`config.mk`:
```
export PLATFORM = sky130hd
export DESIGN_NAME = nv_store_ctrl
export DESIGN_NICKNAME = d
export VERILOG_FILES = /design/src/rtl/nv_store_pkg.sv /design/src/rtl/nv_line_sync.sv /design/src/rtl/nv_window_timer.sv /design/src/rtl/nv_dirty_track.sv /design/src/rtl/nv_store_fsm.sv /design/src/rtl/nv_store_ctrl.sv
export SDC_FILE = /design/constraint.sdc
export NUM_CORES = 1
export LEC_CHECK = 0
export BUFFER_PORTS_ARGS = -buffer_cell sky130_fd_sc_hd__buf_2
export CAP_MARGIN = 30
export CORE_MARGIN = 2
export CORE_UTILIZATION = 40
export CTS_BUF_LIST = sky130_fd_sc_hd__clkbuf_8
export DETAILED_ROUTE_END_ITERATION = 7
export HOLD_SLACK_MARGIN = 0.05
export SLEW_MARGIN = 20
export SYNTH_ARGS = -nofsm -noshare
export SYNTH_HDL_FRONTEND = slang
export SYNTH_HIERARCHICAL = 1
export SYNTH_SLANG_ARGS = --single-unit
```
`constraint.sdc`:
```
create_clock -name clk -period 3 [get_ports clk]
set_input_delay 0.6 -clock clk [delete_from_list [all_inputs] [get_ports clk]]
set_output_delay 0.6 -clock clk [all_outputs]
set_load 0.02 [all_outputs]
```
`src/rtl/nv_store_pkg.sv`:
```
package nv_store_pkg;
   typedef enum logic [2:0] {
      ST_IDLE     = 3'd0,
      ST_WINDOW   = 3'd1,
      ST_STORING  = 3'd2,
      ST_RELEASE  = 3'd3,
      ST_ABORTED  = 3'd4
   } nv_state_e;
endpackage

```
`src/rtl/nv_line_sync.sv`:
```
// Multi-stage synchronizer for the shared busy line; resets to the idle (high) level.
module nv_line_sync #(
   parameter int STAGES = 2
) (
   input  logic clk,
   input  logic rst_n,
   input  logic d_raw,
   output logic q_sync
);
   logic [STAGES-1:0] chain;

   genvar gi;
   generate
      for (gi = 0; gi < STAGES; gi++) begin : g_stage
         if (gi == 0) begin : g_first
            always_ff @(posedge clk or negedge rst_n) begin
               if (!rst_n) chain[0] <= 1'b1;
               else        chain[0] <= d_raw;
            end
         end else begin : g_next
            always_ff @(posedge clk or negedge rst_n) begin
               if (!rst_n) chain[gi] <= 1'b1;
               else        chain[gi] <= chain[gi-1];
            end
         end
      end
   endgenerate

   assign q_sync = chain[STAGES-1];
endmodule

```
`src/rtl/nv_window_timer.sv`:
```
// Down-counter that measures the initial pull-down window.
module nv_window_timer #(
   parameter int WINDOW_CYCLES = 4000,
   localparam int CNT_W = $clog2(WINDOW_CYCLES + 1)
) (
   input  logic clk,
   input  logic rst_n,
   input  logic load,
   input  logic run,
   output logic expired
);
   localparam logic [CNT_W-1:0] LOAD_VAL = CNT_W'(WINDOW_CYCLES - 1);

   logic [CNT_W-1:0] cnt_q;

   always_ff @(posedge clk or negedge rst_n) begin
      if (!rst_n)                     cnt_q <= '0;
      else if (load)                  cnt_q <= LOAD_VAL;
      else if (run && cnt_q != '0)    cnt_q <= cnt_q - 1'b1;
   end

   assign expired = (cnt_q == '0);
endmodule

```
`src/rtl/nv_dirty_track.sv`:
```
// Remembers whether the array was written since the last completed store.
module nv_dirty_track (
   input  logic clk,
   input  logic rst_n,
   input  logic wr_accept,
   input  logic store_ack,
   output logic dirty
);
   always_ff @(posedge clk or negedge rst_n) begin
      if (!rst_n)          dirty <= 1'b0;
      else if (store_ack)  dirty <= 1'b0;
      else if (wr_accept)  dirty <= 1'b1;
   end
endmodule

```
`src/rtl/nv_store_fsm.sv`:
```
// Store sequencing state machine.
module nv_store_fsm
   import nv_store_pkg::*;
(
   input  logic      clk,
   input  logic      rst_n,
   input  logic      supply_low,
   input  logic      cap_low,
   input  logic      line_hi,
   input  logic      win_expired,
   input  logic      dirty,
   input  logic      store_done,
   output logic      win_load,
   output logic      win_run,
   output nv_state_e state_q,
   output logic      store_start,
   output logic      drive_low,
   output logic      access_ok,
   output logic      done_ack
);
   nv_state_e state_d;
   logic      armed_q;
   logic      armed_d;
   logic      go_store;

   // Common outcome once a store request is confirmed.
   assign go_store = dirty;

   always_comb begin
      state_d  = state_q;
      win_load = 1'b0;
      unique case (state_q)
         ST_IDLE: begin
            if (supply_low && armed_q) begin
               state_d  = ST_WINDOW;
               win_load = 1'b1;
            end else if (!line_hi && !cap_low) begin
               state_d = go_store ? ST_STORING : ST_RELEASE;
            end
         end
         ST_WINDOW: begin
            if (win_expired) begin
               if (line_hi) state_d = ST_ABORTED;
               else         state_d = go_store ? ST_STORING : ST_RELEASE;
            end
         end
         ST_STORING: begin
            if (store_done) state_d = ST_RELEASE;
         end
         ST_RELEASE: begin
            if (line_hi) state_d = ST_IDLE;
         end
         ST_ABORTED: begin
            if (!supply_low) state_d = ST_IDLE;
         end
         default: state_d = ST_IDLE;
      endcase
   end

   always_comb begin
      armed_d = armed_q;
      if (win_load)         armed_d = 1'b0;
      else if (!supply_low) armed_d = 1'b1;
   end

   always_ff @(posedge clk or negedge rst_n) begin
      if (!rst_n) begin
         state_q     <= ST_IDLE;
         armed_q     <= 1'b1;
         store_start <= 1'b0;
      end else begin
         state_q     <= state_d;
         armed_q     <= armed_d;
         store_start <= (state_d == ST_STORING) && (state_q != ST_STORING);
      end
   end

   assign win_run   = (state_q == ST_WINDOW);
   assign drive_low = (state_q == ST_WINDOW) || (state_q == ST_STORING);
   assign access_ok = (state_q == ST_IDLE) && !cap_low;
   assign done_ack  = (state_q == ST_STORING) && store_done;
endmodule

```
`src/rtl/nv_store_ctrl.sv`:
```
// Top level: nonvolatile store handshake controller.
module nv_store_ctrl
   import nv_store_pkg::*;
#(
   parameter int WINDOW_CYCLES = 4000,
   parameter int SYNC_STAGES   = 2
) (
   input  logic clk,
   input  logic rst_n,
   input  logic supply_low,
   input  logic cap_low,
   input  logic busy_line,
   output logic busy_drive_low,
   input  logic wr_req,
   output logic wr_ok,
   output logic acc_enable,
   output logic store_start,
   input  logic store_done
);
   generate
      if (SYNC_STAGES < 2) begin : g_chk_sync
         $error("nv_store_ctrl: SYNC_STAGES must be at least 2");
      end
      if (WINDOW_CYCLES <= SYNC_STAGES) begin : g_chk_window
         $error("nv_store_ctrl: WINDOW_CYCLES must exceed SYNC_STAGES");
      end
   endgenerate

   logic      line_hi;
   logic      win_load;
   logic      win_run;
   logic      win_expired;
   logic      dirty;
   logic      done_ack;
   nv_state_e state_q;

   nv_line_sync #(.STAGES(SYNC_STAGES)) u_sync (
      .clk    (clk),
      .rst_n  (rst_n),
      .d_raw  (busy_line),
      .q_sync (line_hi)
   );

   nv_window_timer #(.WINDOW_CYCLES(WINDOW_CYCLES)) u_timer (
      .clk     (clk),
      .rst_n   (rst_n),
      .load    (win_load),
      .run     (win_run),
      .expired (win_expired)
   );

   nv_dirty_track u_dirty (
      .clk       (clk),
      .rst_n     (rst_n),
      .wr_accept (wr_ok),
      .store_ack (done_ack),
      .dirty     (dirty)
   );

   nv_store_fsm u_fsm (
      .clk         (clk),
      .rst_n       (rst_n),
      .supply_low  (supply_low),
      .cap_low     (cap_low),
      .line_hi     (line_hi),
      .win_expired (win_expired),
      .dirty       (dirty),
      .store_done  (store_done),
      .win_load    (win_load),
      .win_run     (win_run),
      .state_q     (state_q),
      .store_start (store_start),
      .drive_low   (busy_drive_low),
      .access_ok   (acc_enable),
      .done_ack    (done_ack)
   );

   assign wr_ok = wr_req && acc_enable;
endmodule

```
== Word level (Yosys, flattened, before mapping) ==
Index checks and enable logic that the tools add are counted.

* Shift operators: 0
* Muxes and demuxes: 17
* Reductions and logical operators: 15
* $mul: 0
* Divide/modulo/power cells: 0
* Bitwise operators: 0
* Order comparisons: 0
* Equal/unequal tests: 7
* $add $sub $neg: 1

{| class="wikitable"
|+ Operators with widths
! operator !! count
|-
| $mux W12 || 2
|-
| $mux W3 || 7
|-
| $pmux W3 S5 || 1
|-
| $logic_not A12 Y1 || 1
|-
| $reduce_bool A12 Y1 || 1
|-
| $sub A12 B1 Y12 const B || 1
|-
| $eq A3 B2 Y1 const B || 3
|-
| $logic_and A1 B1 Y1 || 7
|-
| $mux W1 || 7
|-
| $reduce_bool A2 Y1 || 2
|-
| $eq A3 B1 Y1 const B || 1
|-
| $eq A3 B3 Y1 const B || 1
|-
| $logic_not A3 Y1 || 1
|-
| $ne A3 B2 Y1 const B || 1
|-
| $logic_not A1 Y1 || 2
|-
| $ne A2 B1 Y1 const B || 1
|-
| $logic_or A1 B1 Y1 || 1
|}

* Bits of input ports: 7
* Register bits after elaboration: 20
* Memory bits (read-only): 0
* Word-level logic and storage cells: 47
* Memories kept: 0
* Bits in latches: 0
* Memory bits (writable): 0

== Depth between registers and ports, before layout ==
Gate-level depths: netlist of the first run.

* Depth in word-level cells: 7
* Mapped depth: 7
* Depth with buffers taken out: 7

== Hierarchy ==
The synthesis of the first run kept the hierarchy.

{| class="wikitable"
|+ Modules (own cells, without submodules)
! module !! times used !! cells each !! area each (sq um)
|-
| nv_window_timer || 1 || 78 || 765.7
|-
| nv_store_fsm || 1 || 40 || 375.4
|-
| nv_line_sync || 1 || 2 || 52.6
|-
| nv_dirty_track || 1 || 2 || 35.0
|-
| nv_store_ctrl || 1 || 1 || 6.3
|}

== Least setup slack after synthesis of the first run ==
Ideal clock, no wire load.

* Kind: reg-to-reg
* Start: register u_timer.cnt_q[4]
* End: register u_fsm.store_start
* Required time: 2.889 ns
* Buffers on the path: 1
* Library setup time: 0.111 ns
* Data arrival time: 2.074 ns
* Setup slack: 0.815 ns
* Cell stages (with the launch flop): 7
* Cells stage by stage: dfrtp_1 > or4_4 > buf_6 > nor4_1 > o211ai_1 > o311a_1 > a2111oi_2

* Cells in the longest elaborated chain, start to end: 5

{| class="wikitable"
|+ Ends and longest elaborated chain
! what !! RTL line !! text
|-
| from (decl) || nv_window_timer.sv:14 || <nowiki>logic [CNT_W-1:0] cnt_q;</nowiki>
|-
| from (signal assigned) || nv_window_timer.sv:19 || <nowiki>else if (run && cnt_q != '0) cnt_q <= cnt_q - 1'b1;</nowiki>
|-
| $logic_not A12 Y1 || nv_window_timer.sv:22 || <nowiki>assign expired = (cnt_q == '0);</nowiki>
|-
| named net win_expired || nv_store_ctrl.sv:32 || <nowiki>logic win_expired;</nowiki>
|-
| $mux W3 || nv_store_fsm.sv:42 || <nowiki>if (win_expired) begin</nowiki>
|-
| $pmux W3 S5 || nv_store_fsm.sv:32 || <nowiki>unique case (state_q)</nowiki>
|-
| $eq A3 B2 Y1 || nv_store_fsm.sv:74 || <nowiki>store_start <= (state_d == ST_STORING) && (state_q != ST_STORING);</nowiki>
|-
| $logic_and A1 B1 Y1 || nv_store_fsm.sv:74 ||
|-
| to (signal assigned) || nv_store_fsm.sv:74 ||
|-
| to (decl) || nv_store_fsm.sv:16 || <nowiki>output logic store_start,</nowiki>
|}

The timed path passes the listed nets, and every way through them passes these cells.
A chain may end at the register's enable or synchronous reset.

== Worst setup path in the final report of the first run ==
* Start: register u_timer.cnt_q[9]
* End: register u_fsm.store_start

The elaborated chain is that of the path after synthesis.

==> metrics.cfg, run 1 <==
[logic_synthesis]
synth_common_cells=dfrtp_1 (17), inv_1 (10), nor2_1 (8), nand2_1 (6)
yosysMostFrequentCell=dfrtp_1
yosys.area.top_type=dfrtp_1
yosysUniqueCellTypes=50
synth-async-reset-ratio=1.000
syn_inst=123
syn-num-nets=132
ys_seq_area_frac=0.4083
synth-main-ff-cell=dfrtp_1
synth_seq_cells=20
yosys_warnings=6
synth_edf_count=0
syn_area_um2=1235
yosys-top-cells-area=dfrtp_1 (34%), dfstp_2 (6.4%), o41ai_4 (4.5%)
syn_area_per_cell_um2=10.04
synth_top_area_frac=0.3445

[job]
cap_viol_max_count=0

[worst_setup_path]
cp_data_required_time_ns=3.15
r2r_end=u_fsm/store_start
slowest_stage=or4_1
timing.rr.start=u_timer/cnt_q[9]
max_stage_delay_ns=0.71
crit_family=simple AND/OR/NAND/NOR gates
path_cells=or4_1 -> nor4_1 -> o211ai_1 -> o311a_1 -> a2111oi_2
critPathLaunchType=register
crit_buf_inv=0
end_kind=register
path_class=register to register
cp.arrival_ns=2.55
cp_max_fo=6
r2r_cells=5
r2r_setup_slack_ns=0.60

[layout]
drive_gt1_frac=0.2231
nFillCells=296
fin_cells=163
syn_to_final_growth_pct=9.423
antennaDiodeCount=0
fin_nets=140

[grt]
grtUsageTotal=0.1552
grt_pass1_wl_um=4084
gr-total-overflow=0
grt_start_max_net_pins=21
antenna_found_initial=0
grt_pass1_vias=844

[min_path]
hold_path_class=primary input to asynchronous set/reset pin

[sta]
setup_tns_ns=0
hold_violations=0
max_freq_mhz=417.5
setup_viol=0
timing.final.crit_period_ns=2.395
skew_ns=0.0007362
rsz0062_at_grt=false
report.final.slew_viol_count=0
post-route-period-util=0.7984
slew_headroom=0.6214
worst_pin_slew_ns=0.5627

[power_and_ir_drop]
p_total_mw=0.9915
leakagePower_nw=0.5811
ir_worst_vdd_mv=0.4410
pwr_density_cell_nw_per_um2=733.8

[placement]
numPortBuffers=10
dp.cells=159
gp_congestion=0.7738
hpwl_um=1675

[detailed_routing]
routed_wl_um=2309
dr.first_iter.drc_count=29
wire_per_inst_um=14.17
vias=922
drc_errors=0
ant_nets=0
via_per_inst=5.656
dr.pass1.iters=4

[clocking]
cts_buffer_depth=2
h-tree-depth=1
clk_latency_ns=0.26
cts_tree=done
clock_sinks=20
clk_pin_slew_ns=0.07
cts-hold-fix-buffers=0
cts_resized=0
postCtsSetupRepairBufs=0
clock_tree.root_cell=clkbuf_8
numCtsBuffers=3

[die]
start_util=0.4112
die_w_um=59.57
rows=20
die-area_um2=3548
io_pins=11
die_y_um=59.57
core_um2=3003

[status]
status=finished, final reports clean

==> where the power goes <==
| part | total [mW] | switching (mW) | internal, mW |
|---|---|---|---|
| Sequential | 0.439 | 0.0965 | 0.342 |
| Combinational | 0.284 | 0.159 | 0.125 |
| Clock | 0.268 | 0.0902 | 0.178 |
==> sequential cells by signal, summed over array words and instances, names as in the netlist <==
| name | flops |
|---|---|
| u_timer/cnt_q | 12 |
| u_fsm/state_q | 3 |
| u_dirty/dirty | 1 |
| u_fsm/armed_q | 1 |
| u_fsm/store_start | 1 |
| u_sync/chain | 1 |
| u_sync/q_sync | 1 |
==> worst register-to-register path: stages (launching register included) <==
cell and delay (ns):
dfrtp_1 0.43, or4_1 0.71, nor4_1 0.49, o211ai_1 0.18, o311a_1 0.19, a2111oi_2 0.29
==> cell families after synthesis <==
logic type,count (synthesis),synth area share
adders and majority gates,2,0.02026
AOI/OAI and AO/OA,29,0.2026
DFF,20,0.4083
xor gates and xnor gates,2,0.01419
muxes,4,0.03242
buffers and inverters,17,0.06788
and+or+nand+nor,49,0.2543
==> cell usage in the layout, fill, tap and decap left out, types with 3 or more instances in the layout <==
| master | n |
|---|---|
| dfrtp_1 | 17 |
| buf_2 | 10 |
| inv_1 | 10 |
| nor2_1 | 8 |
| nand2_1 | 6 |
| a21oi_1 | 5 |
| nor4_1 | 5 |
| mux2i_1 | 4 |
| a31oi_1 | 4 |
| and2_1 | 3 |
| clkbuf_8 | 3 |
| nand3_1 | 3 |
| o31ai_1 | 3 |
| dfstp_2 | 3 |
| or4_1 | 3 |
| o21ai_0 | 3 |
==> area by class of cell <==
cell class                      count  area, µm²  area share
Multi-Input combinational cell     86      646.9      0.4787
Sequential cell                    20      504.2      0.3731
Timing Repair Buffer               10      50.05     0.03704
Clock buffer                        3      41.29     0.03056
Tap cell                           33      41.29     0.03056
Inverter                           10      37.54     0.02778
Clock inverter                      1      30.03     0.02222
==> worst max path at each step <==
stage                         to  depth (start not counted)              from
5_1_grt        u_fsm/store_start                          5  u_timer/cnt_q[9]
6_report       u_fsm/store_start                          5  u_timer/cnt_q[9]
3_5_place_dp   u_fsm/store_start                          5  u_timer/cnt_q[9]
4_1_cts        u_fsm/store_start                          5  u_timer/cnt_q[9]
2_1_floorplan  u_fsm/store_start                          6  u_timer/cnt_q[4]
3_3_place_gp   u_fsm/store_start                          5  u_timer/cnt_q[9]
==> metrics by stage <==
| step | cell area, µm² | hold slack [ns] | util | setup WS (ns) |
|---|---|---|---|---|
| 2_1_floorplan | 1235 | 0.3044 | - | 0.8151 |
| 3_3_place_gp | 1280 | 0.3460 | 0.4263 | 0.7139 |
| 3_5_place_dp | 1280 | 0.3468 | 0.4263 | 0.6204 |
| 4_1_cts | 1351 | 0.2848 | 0.4500 | 0.5839 |
| 5_1_grt | 1351 | 0.2988 | 0.4500 | 0.3627 |
| 6_report | 1351 | 0.2805 | 0.4500 | 0.6048 |
==> metal layers <==
metal | global-route usage | up-vias | share of wire
li1 | - | 466 | -
met1 | 0.2244 | 441 | 0.51
met2 | 0.2182 | 13 | 0.45
met3 | 0.04585 | 2 | 0.030
met4 | 0.05714 | 0 | 0.010
met5 | 0 | - | 0
(Power assumes the default switching activity.)
==> inputs of run 2 (changes only) <==
==> constraint.sdc (replaced) <==
create_clock -name clk -period 2.31 [get_ports clk]
set_input_delay 0.462 -clock clk [delete_from_list [all_inputs] [get_ports clk]]
set_output_delay 0.462 -clock clk [all_outputs]
set_load 0.02 [all_outputs]
==> run 2 against run 1 <==
Worst hold slack worse by 0.13 ns. Sequential cell count stayed put. Sequential share of layout area is 1.6 points lower. Combinational power is 42% higher. Via count is 6.5% higher. Sequential power is 30% higher. Global-route usage is 0.99 points higher. Critical path type unchanged.
==> metrics.cfg, run 2 (same netlist as run 1, synthesis figures left out) <==
[layout]
regMostFlops=u_timer/cnt_q
syn_to_final_growth_pct=14.29
drive_gt1_frac=0.2681
largest_reg_flops=12
top_regs=u_timer/cnt_q x12, u_fsm/state_q x3
nFillCells=285
fin_nets=148
final_common_cell=dfrtp_1
antennaDiodeCount=0
post-route-util=0.4700
mostFrequentLayoutCells=dfrtp_1 (17), buf_2 (10), inv_1 (10)

[clocking]
clock_sinks=20
cts_buffer_depth=2
postCtsSetupRepairBufs=0
cts_resized=0
cts-hold-fix-buffers=0
clk_latency_ns=0.26
clk_pin_slew_ns=0.08
clock_tree.root_cell=clkbuf_8
h-tree-depth=1
cts_tree=done
numCtsBuffers=3

[detailed_routing]
routed_wl_um=2597
dr.pass1.iters=4
via_per_inst=5.743
vias=982
drc_errors=0
wire_per_inst_um=15.19
dr.first_iter.drc_count=31
ant_nets=0

[sta]
worst_pin_slew_ns=0.4613
post-route-period-util=0.9049
timing.final.crit_period_ns=2.090
skew_ns=0.001744
rsz0062_at_grt=false
setup_tns_ns=0
max_freq_mhz=478.4
hold_violations=0
layout_setup_ws_ns=0.2196
slew_headroom=0.6925
setup_viol=0
report.final.slew_viol_count=0

[die]
rows=20
die_w_um=59.57
start_util=0.4112
core_um2=3003
io_pins=11
die-area_um2=3548
die_y_um=59.57

[worst_setup_path]
crit_buf_inv=1
end_kind=register
path_class=register to register
max_stage_delay_ns=0.54
path_cells=or4_4 -> nor4_1 -> buf_4 -> o211ai_1 -> o311a_1 -> a2111oi_2
slowest_stage=or4_4
r2r_setup_slack_ns=0.22
cp_max_fo=4
crit_family=simple AND/OR/NAND/NOR gates
critPathLaunchType=register
cp.arrival_ns=2.23
cp_data_required_time_ns=2.45

[grt]
gr-total-overflow=0
grt_pass1_vias=951
grt_start_max_net_pins=21
grt_pass1_wl_um=4381
antenna_found_initial=0
grtUsageTotal=0.1651

[power_and_ir_drop]
pwr_density_cell_nw_per_um2=940.2
leakagePower_nw=0.6186
p_total_mw=1.327
ir_worst_vdd_mv=0.4955

[placement]
numPortBuffers=10
gp_congestion=0.8272
hpwl_um=1866
place_ws_ns=0.2336

[status]
status=finished, final reports clean

[min_path]
hold_path_class=primary input to asynchronous set/reset pin

[job]
cap_viol_max_count=0

-- run 2: report_power, final --
part	switching [mW]	internal (mW)
Clock	0.122	0.231
Combinational	0.222	0.181
Sequential	0.126	0.444
-- run 2: worst paths after layout --
check / from / endpoint / depth (start not counted)
hold / removal: rst_n / u_timer/cnt_q[11] / 1
setup reg to reg: u_timer/cnt_q[5] / u_fsm/store_start / 6
min in group clk: busy_line / u_sync/chain[0] / 1
max in group asynchronous: rst_n / u_sync/chain[0] / 1
setup / recovery: u_timer/cnt_q[5] / u_fsm/store_start / 6
hold reg to reg: u_sync/chain[0] / u_sync/q_sync / 0
-- run 2: worst register-to-register path, stage by stage, from the launching register on --
cell and delay [ns]:
dfrtp_1 0.41, or4_4 0.55, nor4_1 0.28, buf_4 0.17, o211ai_1 0.09, o311a_1 0.16, a2111oi_2 0.31
-- run 2: metal layers --
| layer | routed length (µm) | track usage | up-vias |
|---|---|---|---|
| met4 | 17 | 0.05397 | 0 |
| met3 | 55 | 0.02620 | 2 |
| met2 | 1221 | 0.2590 | 18 |
| li1 | - | - | 483 |
| met5 | 0 | 0 | - |
| met1 | 1304 | 0.2322 | 479 |
-- run 2: layout make-up --
cell class                 instances  area (µm²)  area share
multi-input combinational         86       646.9      0.4583
tap                               33       41.29     0.02926
clock buffer                       3       41.29     0.02926
timing repair buffer              18       110.1     0.07801
inverter                          10       37.54     0.02660
clock inverter                     1       30.03     0.02128
sequential                        20       504.2      0.3573
-- run 2: through the flow --
step / cell area (µm²) / hold slack [ns] / std cells
global route: 1411 / 0.1838 / 171
CTS: 1411 / 0.1624 / 171
finish: 1411 / 0.1464 / 171
detailed placement: 1340 / 0.3469 / 167
floorplan: 1235 / 0.1664 / 123
global placement: 1340 / 0.3460 / 167
==> inputs of run 3 (changes only) <==
--- a/config.mk
+++ b/config.mk
@@ -5,9 +5,10 @@
 export SDC_FILE = /design/constraint.sdc
 export NUM_CORES = 1
 export LEC_CHECK = 0
+export ABC_AREA = 1
 export BUFFER_PORTS_ARGS = -buffer_cell sky130_fd_sc_hd__buf_2
 export CAP_MARGIN = 30
-export CORE_MARGIN = 2
+export CORE_MARGIN = 4
 export CORE_UTILIZATION = 40
 export CTS_BUF_LIST = sky130_fd_sc_hd__clkbuf_8
 export DETAILED_ROUTE_END_ITERATION = 7
@@ -17,3 +18,4 @@
 export SYNTH_HDL_FRONTEND = slang
 export SYNTH_HIERARCHICAL = 1
 export SYNTH_SLANG_ARGS = --single-unit
+export TNS_END_PERCENT = 1
==> run 3 against run 2 <==
First-iteration DRC count grew 110%. Synthesized area increased by 6.5%. Combinational power increased to 2.7 times the previous value.
==> metrics.cfg, run 3 <==
[clocking]
cts_tree=done
cts_resized=0
cts_buffer_depth=2
clk_latency_ns=0.26
clk_pin_slew_ns=0.08
cts-hold-fix-buffers=0
clock_tree.root_cell=clkbuf_8
numCtsBuffers=3
clock_sinks=20
h-tree-depth=1
postCtsSetupRepairBufs=0

[logic_synthesis]
synth-async-reset-ratio=1.000
ys_seq_area_frac=0.3834
yosysMostFrequentCell=nand2_1
syn-num-nets=204
synth_seq_cells=20
syn_area_per_cell_um2=6.744
synth_common_cells=nand2_1 (63), nand3_1 (30), nor2_1 (25), inv_1 (19), dfrtp_1 (17)
yosys_warnings=6
syn_inst=195
yosysUniqueCellTypes=21
yosys.area.top_type=dfrtp_1
synth-main-ff-cell=dfrtp_1
synth_edf_count=0
yosys-top-cells-area=dfrtp_1 (32%), nand2_1 (18%), nand3_1 (11%)
synth_top_area_frac=0.3235
syn_area_um2=1315

[detailed_routing]
routed_wl_um=2719
wire_per_inst_um=10.92
drc_errors=0
ant_nets=0
via_per_inst=4.763
vias=1186
dr.first_iter.drc_count=66
dr.pass1.iters=4

[job]
cap_viol_max_count=0

[worst_setup_path]
critPathLaunchType=register
path_class=register to primary output
cp.arrival_ns=1.55
path_cells=inv_2 -> nand2_2 -> nor2_1 -> inv_1 -> nor2_1 -> nand2_1 -> inv_1 -> buf_2
cp_max_fo=4
crit_family=flip-flops
slowest_stage=dfrtp_1
cp_data_required_time_ns=1.85
crit_buf_inv=4
end_kind=primary output
max_stage_delay_ns=0.44

[sta]
slew_headroom=0.5715
hold_violations=0
rsz0062_at_grt=false
post-route-period-util=0.8717
report.final.slew_viol_count=0
worst_pin_slew_ns=0.6420
skew_ns=0.004281
max_freq_mhz=496.6
setup_tns_ns=0
setup_viol=0
timing.final.crit_period_ns=2.014

[layout]
multi_input_area_um2=698.2
final_cell_area_um2=1445
nFillCells=333
mostFrequentLayoutCells=nand2_1 (63), nand3_1 (30), nor2_1 (25)
top_regs=u_timer/cnt_q x12, u_fsm/state_q x3
syn_to_final_growth_pct=9.896
regMostFlops=u_timer/cnt_q
final_common_cell=nand2_1
fin_nets=215
drive_gt1_frac=0.1902
largest_reg_flops=12
antennaDiodeCount=0
seqCellArea_um2=504.2

[die]
die-area_um2=4269
start_util=0.4238
io_pins=11
die_y_um=65.34
die_w_um=65.34
core_um2=3103
rows=20

[power_and_ir_drop]
leakagePower_nw=0.7760
pwr_density_cell_nw_per_um2=1409
ir_worst_vdd_mv=0.4476

[placement]
gp_congestion=0.8114
dpl_cell_area_um2=1390
hpwl_um=2045
numPortBuffers=10

[grt]
gr-total-overflow=0
grtUsageTotal=0.1461
grt_pass1_wl_um=4954
grt_start_max_net_pins=23
grt_pass1_vias=1120
antenna_found_initial=0

[status]
status=finished, final reports clean

[min_path]
hold_path_class=primary input to asynchronous set/reset pin

## run 3: changes by cell type after synthesis, moves of 4 or more
cell     previous run  this run
nor2_1              8        25
mux2i_1             4         0
nand2_2             0         5
nand2_1             6        63
nor2_2              0         8
a21oi_1             5         0
inv_1              10        19
nand3_1             3        30
a31oi_1             4         0
nor4_1              5         0
## run 3: cell type report
type / instances / share of cell area
multi-input combinational: 149 / 0.4831
sequential: 20 / 0.3489
inverter: 22 / 0.05714
clock buffer: 4 / 0.03810
tap: 44 / 0.03810
timing repair buffer: 10 / 0.03463
## run 3: worst register-to-register path, stage by stage, from the launching register on
cell	delay [ns]
dfrtp_1	0.44
inv_2	0.11
nand2_2	0.06
nor2_1	0.16
inv_1	0.09
nor2_1	0.16
inv_1	0.32
nand2_2	0.34
nand2_1	0.09
nand2_1	0.08
## run 3: worst paths after layout
| check | to | cells past startpoint | slack (ns) | from |
|---|---|---|---|---|
| hold reg to reg | u_sync/q_sync | 0 | 0.36 | u_sync/chain[0] |
| setup reg to reg | u_timer/cnt_q[8] | 9 | 0.39 | u_fsm/state_q[0] |
| setup / recovery | wr_ok | 8 | 0.30 | u_fsm/state_q[0] |
| min in group clk | u_sync/chain[0] | 1 | 0.30 | busy_line |
| hold / removal | u_timer/cnt_q[0] | 1 | 0.14 | rst_n |
| max in group asynchronous | u_fsm/armed_q | 1 | 1.83 | rst_n |
## run 3: cell families (layout without fill, tap and decap cells)
kind of cell,count (synthesis),count (layout),synth area share
AO/OA/AOI/OAI,7,7,0.03235
buffers and inverters,26,36,0.08563
AND/OR/NAND/NOR,140,140,0.4795
flip-flops,20,20,0.3834
adder cells (fa/ha/maj),2,2,0.01903
## run 3: through the flow
stage	std cells	utilization	worst slack (ns)	hold slack (ns)	power [mW]
6_report	249	0.4657	0.2965	0.1437	2.037
5_1_grt	249	0.4657	0.07748	0.1774	2.267
4_1_cts	249	0.4657	0.2746	0.1634	2.050
3_5_place_dp	245	0.4480	0.4307	0.3468	1.769
3_3_place_gp	245	0.4480	0.4908	0.3489	1.748
2_1_floorplan	195	-	0.5274	0.1664	1.569
## run 3: layer usage
metal | vias up | share of wire | GRT usage
met5 | - | 0 | 0
met4 | 0 | 0.0070 | 0.04663
met3 | 2 | 0.028 | 0.02051
met2 | 21 | 0.45 | 0.2174
met1 | 530 | 0.51 | 0.2162
li1 | 633 | - | -
## run 3: where the power goes
| part | total, mW | internal (mW) | switching, mW |
|---|---|---|---|
| logic | 1.09 | 0.374 | 0.717 |
| clock network | 0.270 | 0.152 | 0.119 |
| registers | 0.676 | 0.506 | 0.169 |
